$ cat config.mk
export PLATFORM = sky130hd
export DESIGN_NAME = fault_supervisor
export DESIGN_NICKNAME = d
export VERILOG_FILES = /design/src/rtl/supv_pkg.sv /design/src/rtl/supv_datapath.sv /design/src/rtl/supv_control.sv /design/src/rtl/fault_supervisor.sv
export SDC_FILE = /design/constraint.sdc
export NUM_CORES = 1
export LEC_CHECK = 0
export ABC_AREA = 0
export BUFFER_PORTS_ARGS = -buffer_cell sky130_fd_sc_hd__buf_2
export CELL_PAD_IN_SITES_DETAIL_PLACEMENT = 1
export CELL_PAD_IN_SITES_GLOBAL_PLACEMENT = 2
export CORE_ASPECT_RATIO = 0.8
export CORE_MARGIN = 2
export CORE_UTILIZATION = 38
export CTS_CLUSTER_DIAMETER = 30
export DETAILED_ROUTE_END_ITERATION = 10
export GPL_TIMING_DRIVEN = 0
export PLACE_DENSITY_LB_ADDON = 0.1
export SYNTH_ARGS = -nofsm -noshare
export SYNTH_HDL_FRONTEND = slang
export SYNTH_SLANG_ARGS = --single-unit
$ cat constraint.sdc
create_clock -name clk -period 4.05 [get_ports clk]
set_clock_uncertainty 0.05 [all_clocks]
set_input_delay 0.81 -clock clk [delete_from_list [all_inputs] [get_ports clk]]
set_output_delay 0.81 -clock clk [all_outputs]
set_load 0.01 [all_outputs]
$ cat src/rtl/supv_pkg.sv
package supv_pkg;
  localparam int NUM_FLAGS = 8;
  localparam int IDX_OV    = 0;  // battery overvoltage
  localparam int IDX_UV    = 1;  // battery undervoltage
  localparam int IDX_RAILUV= 2;  // power-rail undervoltage
  localparam int IDX_SHORT = 3;  // bridge short
  localparam int IDX_CPF   = 4;  // charge pump failure (inverted health)
  localparam int IDX_WARN  = 5;  // thermal warning
  localparam int IDX_HOT   = 6;  // thermal shutdown level
  localparam int IDX_COOL  = 7;  // thermal release level

  typedef struct packed {
    logic armed;       // trigger accepted since reset / last shutdown
    logic shutdown;    // thermal shutdown in force
    logic thermLatch;  // thermal event pending host acknowledge
  } ctrl_strobes_t;
endpackage

$ cat src/rtl/supv_datapath.sv
module supv_datapath
  import supv_pkg::*;
#(
  parameter int DEB_LEN = 4
) (
  input  logic                 clk,
  input  logic                 rstN,
  input  logic [NUM_FLAGS-1:0] rawFlags,
  input  ctrl_strobes_t        strobes,
  output logic [NUM_FLAGS-1:0] filtFlags,
  output logic                 bridgeEn,
  output logic                 diag1,
  output logic                 diag2,
  output logic                 diag3,
  output logic                 cpOff,
  output logic                 regOff,
  output logic                 drvOff,
  output logic                 serOff,
  output logic                 resetReq
);
  localparam int CNT_W = $clog2(DEB_LEN + 1);
  localparam logic [CNT_W-1:0] CNT_LAST = CNT_W'(DEB_LEN - 1);

  for (genvar g = 0; g < NUM_FLAGS; g++) begin : gDeb
    logic [CNT_W-1:0] runCnt;
    always_ff @(posedge clk or negedge rstN) begin
      if (!rstN) begin
        runCnt       <= '0;
        filtFlags[g] <= 1'b0;
      end else if (rawFlags[g] != filtFlags[g]) begin
        if (runCnt == CNT_LAST) begin
          filtFlags[g] <= rawFlags[g];
          runCnt       <= '0;
        end else begin
          runCnt <= runCnt + 1'b1;
        end
      end else begin
        runCnt <= '0;
      end
    end

    // a filtered flag may only move to a value the raw input already had
    assert_filter_follows_raw_R1 : assert property (@(posedge clk) disable iff (!rstN)
      !$stable(filtFlags[g]) |-> ($past(rawFlags[g]) == filtFlags[g]));
  end

  logic supplyFault;
  assign supplyFault = filtFlags[IDX_OV] | filtFlags[IDX_UV] | filtFlags[IDX_CPF];

  always_comb begin
    if (supplyFault)               {diag1, diag2} = 2'b01;
    else if (filtFlags[IDX_SHORT]) {diag1, diag2} = 2'b10;
    else if (filtFlags[IDX_RAILUV]){diag1, diag2} = 2'b11;
    else                           {diag1, diag2} = 2'b00;
  end

  assign bridgeEn = strobes.armed & ~strobes.shutdown & ~filtFlags[IDX_SHORT] &
                    ~filtFlags[IDX_RAILUV] & ~filtFlags[IDX_OV] & ~filtFlags[IDX_UV];
  assign diag3    = filtFlags[IDX_WARN] | strobes.thermLatch;
  assign cpOff    = filtFlags[IDX_OV];
  assign regOff   = strobes.shutdown;
  assign drvOff   = strobes.shutdown;
  assign serOff   = strobes.shutdown;
  assign resetReq = strobes.shutdown;

  assert_enable_blocked_by_fault_R2 : assert property (@(posedge clk) disable iff (!rstN)
    (filtFlags[IDX_SHORT] | filtFlags[IDX_RAILUV] | filtFlags[IDX_OV] | filtFlags[IDX_UV])
    |-> !bridgeEn);
  assert_supply_code_R3 : assert property (@(posedge clk) disable iff (!rstN)
    (filtFlags[IDX_OV] | filtFlags[IDX_UV] | filtFlags[IDX_CPF]) |-> (!diag1 && diag2));
  assert_short_code_R4 : assert property (@(posedge clk) disable iff (!rstN)
    (filtFlags[IDX_SHORT] && !diag2) |-> diag1);
  assert_shutdown_outputs_R7 : assert property (@(posedge clk) disable iff (!rstN)
    strobes.shutdown |-> (resetReq && !bridgeEn));
endmodule

$ cat src/rtl/supv_control.sv
module supv_control
  import supv_pkg::*;
(
  input  logic          clk,
  input  logic          rstN,
  input  logic          wdAccept,
  input  logic          hotFilt,
  input  logic          coolFilt,
  output ctrl_strobes_t strobes
);
  logic armedQ, shutQ, latchQ;

  always_ff @(posedge clk or negedge rstN) begin
    if (!rstN) begin
      armedQ <= 1'b0;
      shutQ  <= 1'b0;
      latchQ <= 1'b0;
    end else begin
      if (hotFilt)       shutQ <= 1'b1;
      else if (coolFilt) shutQ <= 1'b0;

      if (hotFilt)                   armedQ <= 1'b0;
      else if (wdAccept && !shutQ)   armedQ <= 1'b1;

      if (hotFilt)                   latchQ <= 1'b1;
      else if (wdAccept && !shutQ)   latchQ <= 1'b0;
    end
  end

  assign strobes = '{armed: armedQ, shutdown: shutQ, thermLatch: latchQ};

  assert_hot_enters_shutdown_R7 : assert property (@(posedge clk) disable iff (!rstN)
    hotFilt |=> (shutQ && !armedQ));
  assert_no_release_without_cool_R8 : assert property (@(posedge clk) disable iff (!rstN)
    (shutQ && !coolFilt) |=> shutQ);
  assert_latch_kept_in_shutdown_R9 : assert property (@(posedge clk) disable iff (!rstN)
    (latchQ && shutQ) |=> latchQ);
endmodule

$ cat src/rtl/fault_supervisor.sv
module fault_supervisor
  import supv_pkg::*;
#(
  parameter int DEB_LEN = 4
) (
  input  logic clk,
  input  logic rstN,
  input  logic wdAccept,
  input  logic pbatOv,
  input  logic vbatUv,
  input  logic pbatUv,
  input  logic shortDet,
  input  logic cpOk,
  input  logic tempWarn,
  input  logic tempHot,
  input  logic tempCool,
  output logic bridgeEn,
  output logic diag1,
  output logic diag2,
  output logic diag3,
  output logic cpOff,
  output logic regOff,
  output logic drvOff,
  output logic serOff,
  output logic resetReq
);
  logic [NUM_FLAGS-1:0] rawFlags, filtFlags;
  ctrl_strobes_t        strobes;

  always_comb begin
    rawFlags             = '0;
    rawFlags[IDX_OV]     = pbatOv;
    rawFlags[IDX_UV]     = vbatUv;
    rawFlags[IDX_RAILUV] = pbatUv;
    rawFlags[IDX_SHORT]  = shortDet;
    rawFlags[IDX_CPF]    = ~cpOk;
    rawFlags[IDX_WARN]   = tempWarn;
    rawFlags[IDX_HOT]    = tempHot;
    rawFlags[IDX_COOL]   = tempCool;
  end

  supv_control uCtrl (
    .clk      (clk),
    .rstN     (rstN),
    .wdAccept (wdAccept),
    .hotFilt  (filtFlags[IDX_HOT]),
    .coolFilt (filtFlags[IDX_COOL]),
    .strobes  (strobes)
  );

  supv_datapath #(.DEB_LEN(DEB_LEN)) uData (
    .clk       (clk),
    .rstN      (rstN),
    .rawFlags  (rawFlags),
    .strobes   (strobes),
    .filtFlags (filtFlags),
    .bridgeEn  (bridgeEn),
    .diag1     (diag1),
    .diag2     (diag2),
    .diag3     (diag3),
    .cpOff     (cpOff),
    .regOff    (regOff),
    .drvOff    (drvOff),
    .serOff    (serOff),
    .resetReq  (resetReq)
  );
endmodule

### After elaboration in Yosys (flattened, before gate mapping)

Index checks and enable logic that the tools add are counted.

| storage, ports and cells | value |
|---|---|
| register bits after elaboration | 35 |

| cells by class | value |
|---|---|
| $add $sub $neg | 8 |
| equal/unequal tests | 16 |
| mux-type cells | 27 |
| bitwise gates (word level) | 14 |
| reduce and logical (&&, ||, !) cells | 12 |

Operators with widths:

| cell | number |
|---|---|
| 3-bit 2-to-1 mux | 16 |
| 3-bit by 1-bit adder with 3-bit output, second input constant | 8 |
| 3-bit by 2-bit equality test with 1-bit output, second input constant | 8 |
| 2-bit AND reduction | 8 |
| 1-bit 2-to-1 mux | 11 |
| 1-bit inequality test | 8 |
| 1-bit inverter | 6 |
| 1-bit bitwise AND | 5 |
| 2-bit nonzero test | 2 |
| 1-bit bitwise OR | 3 |
| 1-bit logical AND | 1 |
| 1-bit zero test | 1 |

### Longest topological paths before layout

| logic depth | value |
|---|---|
| depth in word-level cells | 6 |
| mapped depth | 3 |
| gate-level depth less buffers | 3 |

### By module

A second synthesis with hierarchy kept.

| second synthesis, totals | value |
|---|---|
| cells, all modules | 113 |
| area, all modules | 1496.4 um^2 |

By module, submodules not included:

| module | times used | cells an instance | area each (um^2) | seq. area each (um^2) |
|---|---|---|---|---|
| supv_datapath | 1 | 100 | 1352.5 | 800.8 |
| supv_control | 1 | 12 | 140.1 | 75.1 |
| fault_supervisor | 1 | 1 | 3.8 | 0.0 |

### Worst setup path before layout

Ideal clock, no wire load.

| timing | value |
|---|---|
| path kind | register to output |
| from | reg uData.filtFlags[3] |
| to | out bridgeEn |
| arrival | 1105 ps |
| required time | 3190 ps |
| setup slack | 2085 ps |
| stages on the path, launching flop included | 3 |
| path buffers | 0 |
| cells stage by stage | dfrtp_1 > or4_1 > nor3_2 |

| between the ends | value |
|---|---|
| word-level cells in the longest chain between the ends | 5 |

RTL lines:

| item | RTL line | RTL |
|---|---|---|
| start, declared | supv_datapath.sv:10 | `output logic [NUM_FLAGS-1:0] filtFlags,` |
| start signal, assigned by index | supv_datapath.sv:32 | `filtFlags[g] <= rawFlags[g];` |
| 1-bit inverter | supv_datapath.sv:57 | `assign bridgeEn = strobes.armed & ~strobes.shutdown & ~filtFlags[IDX_SHORT] &` |
| 1-bit bitwise AND (2 in series) | supv_datapath.sv:57 |  |
| 1-bit bitwise AND (2 in series) | supv_datapath.sv:58 | `~filtFlags[IDX_RAILUV] & ~filtFlags[IDX_OV] & ~filtFlags[IDX_UV];` |
| end, declared | fault_supervisor.sv:17 | `output logic bridgeEn,` |

Every way passes these cells.

### Worst setup path in the final report

Same ends and word-level chain as after synthesis.

==> impl_metrics.yaml <==
global_route:
  grt_max_degree: 36
  track_usage_pct: 12.6
  grt_antenna_before_repair: 0
  grt_overflow: 0
  grt_pass1_wl_um: 3970
  grt_pass1_vias: 900
finish:
  fill_cells: 395
  final_nets: 153
  area_growth_pct: 15.4
  layout-drive-gt1-share_pct: 24.1
  num_antenna_cells: 0
  multi_input_area_um2: 534
  final_util_pct: 44.8
  regArea_um2: 876
setup_path:
  cp.required_ns: 3.19
  r2r_setup_slack_ns: 2.73
  cp_slowest_cell: "or4_1"
  cp.arrival_ns: 1.55
  cpPeakStageDelay_ns: 0.56
  critPathLaunchType: "flop"
  crit_path_end_kind: "output port"
  path_delay_family: "simple AND/OR/NAND/NOR gates"
  worstPathBufferInverterCount: 1
  rr_worst_depth: 3
  r2r-start: "uData.gDeb[7].runCnt[0]"
  rr_endpoint: "uData.filtFlags[7]"
  path_class: "flop to output port"
  crit_path_max_fanout: 5
  worstPathCellList: "or4_1 -> nor3_2 -> buf_2"
timing:
  setup_tns_ns: 0
  worst_pin_slew_ns: 0.762
  drv_slew: 0
  post-route-min-period_ns: 2.41
  fmaxAchievable_mhz: 415
  finalSetupViolations: 0
  max_slew_margin_pct: 49.2
  rsz0062_at_grt: "no"
  fin_crit_sh_pct: 59.5
  finalHoldViolCount: 0
  setup_ws_ns: 1.64
clock_network:
  cts_tree: "built"
  cts_setup_buffers: 0
  clkTransAtPathRegs_ns: 0.06
  cts_made_buffers: 5
  cts_max_level: 2
  clock-sinks: 35
  clock_path_buffers: 2
  ctsResizeCount: 0
  postCtsHoldBufs: 0
  insertion_delay_ns: 0.28
  cts_root_buf: "clkbuf_8"
detailed_routing:
  via_count: 857
  drt-initial-drc-count: 19
  route.final.wire_length_um: 2260
  ant_nets: 0
  viasPerCell: 4.84
  firstDrtPassIters: 2
  remaining_drc_errors: 0
  avgRoutedWirePerCell_um: 12.8
hold_path:
  whs_path_depth: 1
  min_to: "uData.gDeb[4].runCnt[0]"
  min_from: "uData.gDeb[4].runCnt[0]"
  min_path_type: "flop to flop"
yosys:
  yosys.cell_count.top_type: "dfrtp_1"
  async_flop_share_pct: 100
  synth.cell_area_um2: 1450
  synthTopCellsByArea: "dfrtp_1, nor3b_1, ha_1, nor2b_1, xnor2_1"
  yosysSeqAreaShare_pct: 60.5
  synthesis.nets: 127
  yosys.area.top_type: "dfrtp_1"
  synth_top_area_share_pct: 60.5
  synth_area_per_cell_um2: 13.4
  synth_ff_type: "dfrtp_1"
  netlist_instances: 108
  synth_warnings: 0
  synth_cell_types: 20
  synth_common_cells: "dfrtp_1, nor3b_1, nor2b_1"
  synth_edf_count: 0
  ys_ff_latch: 35
floorplan:
  start_util_pct: 38.8
  io_pins: 20
  core_um2: 3730
  die_w_um: 73.0
  die_area_um2: 4320
  num_rows: 20
  fp.dieH_um: 59.2
placed_design:
  preCtsSetupSlack_ns: 1.89
  routabilityCongestion: 0.636
  portBuffers: 19
outcome:
  run_status: "completed"
power_and_ir_drop:
  vdd_drop_max_mv: 0.298
  power_density_nw_per_um2: 670
  p_leak_nw: 0.800
job:
  cap_violations: 0
worst max-delay path by stage:
stage / startpoint / endpoint / slack (ns) / cells after the start
floorplan: uData.filtFlags[3] / bridgeEn / 2.08 / 2
global placement: uData.filtFlags[3] / bridgeEn / 1.90 / 3
detailed placement: uData.filtFlags[3] / bridgeEn / 1.89 / 3
CTS: uData.filtFlags[3] / bridgeEn / 1.58 / 3
global route: uData.filtFlags[3] / bridgeEn / 1.57 / 3
finish: uData.filtFlags[3] / bridgeEn / 1.64 / 3
per-stage QoR:
stage                     area (µm²)  hold slack [ns]  power [W]  std cells
after global placement          1600            0.378   0.000891        171
after global routing            1670            0.410    0.00122        177
after CTS                       1670            0.400    0.00115        177
final                           1670            0.393    0.00112        177
after floorplan                 1450            0.369   0.000802        108
after detailed placement        1600            0.391   0.000920        171
where the power goes:
group / leakage (nW) / switching [W] / internal (W)
logic: 0.315 / 0.000154 / 0.000188
registers: 0.447 / 0.0000885 / 0.000467
clock network: 0.0371 / 0.000107 / 0.000114
worst reg2reg max path: cells and delay by family, from the launching register on:
kind | cells | cell delay, ns
adders and majority gates | 1 | 0.17
DFF | 1 | 0.37
muxes | 1 | 0.36
and+or+nand+nor | 1 | 0.26
registers in the layout, indices dropped and copies added (netlist names):
name               cells
uData.filtFlags        7
uCtrl.latchQ           1
uData.cpOff            1
uData.gDeb.runCnt     24
uCtrl.shutQ            1
uCtrl.armedQ           1
area by class of cell:
class,instances,area share (%)
timing repair buffer,19,5.69
clock buffer,6,4.34
tap,44,3.30
buffer,3,1.35
inverter,4,0.899
multi-input combinational,66,32.0
sequential,35,52.4
metal layers:
layer / routed length, µm / GRT usage (%) / up-vias
met5: 0 / 0 / -
met4: 21 / 5.56 / 0
met3: 97 / 5.10 / 3
met2: 1120 / 20.5 / 10
met1: 1020 / 14.8 / 428
li1: - / - / 416
cells by family after synthesis:
kind of cell	share of synthesized area, %
DFF	60.5
adders and majority gates	6.91
AOI/OAI and AO/OA	2.25
and+or+nand+nor	16.8
muxes	6.14
xor gates and xnor gates	4.84
buffers and inverters	2.59
layout by cell type, fill, tap and decap left out, types with 4 or more instances in the layout:
master / count
nor2b_1: 10
dfrtp_1: 35
nor3_1: 9
nor3b_1: 14
inv_1: 4
clkbuf_8: 5
xnor2_1: 7
buf_2: 19
mux2_1: 4
ha_1: 8
No activity file was read; power rests on OpenSTA's default activity.
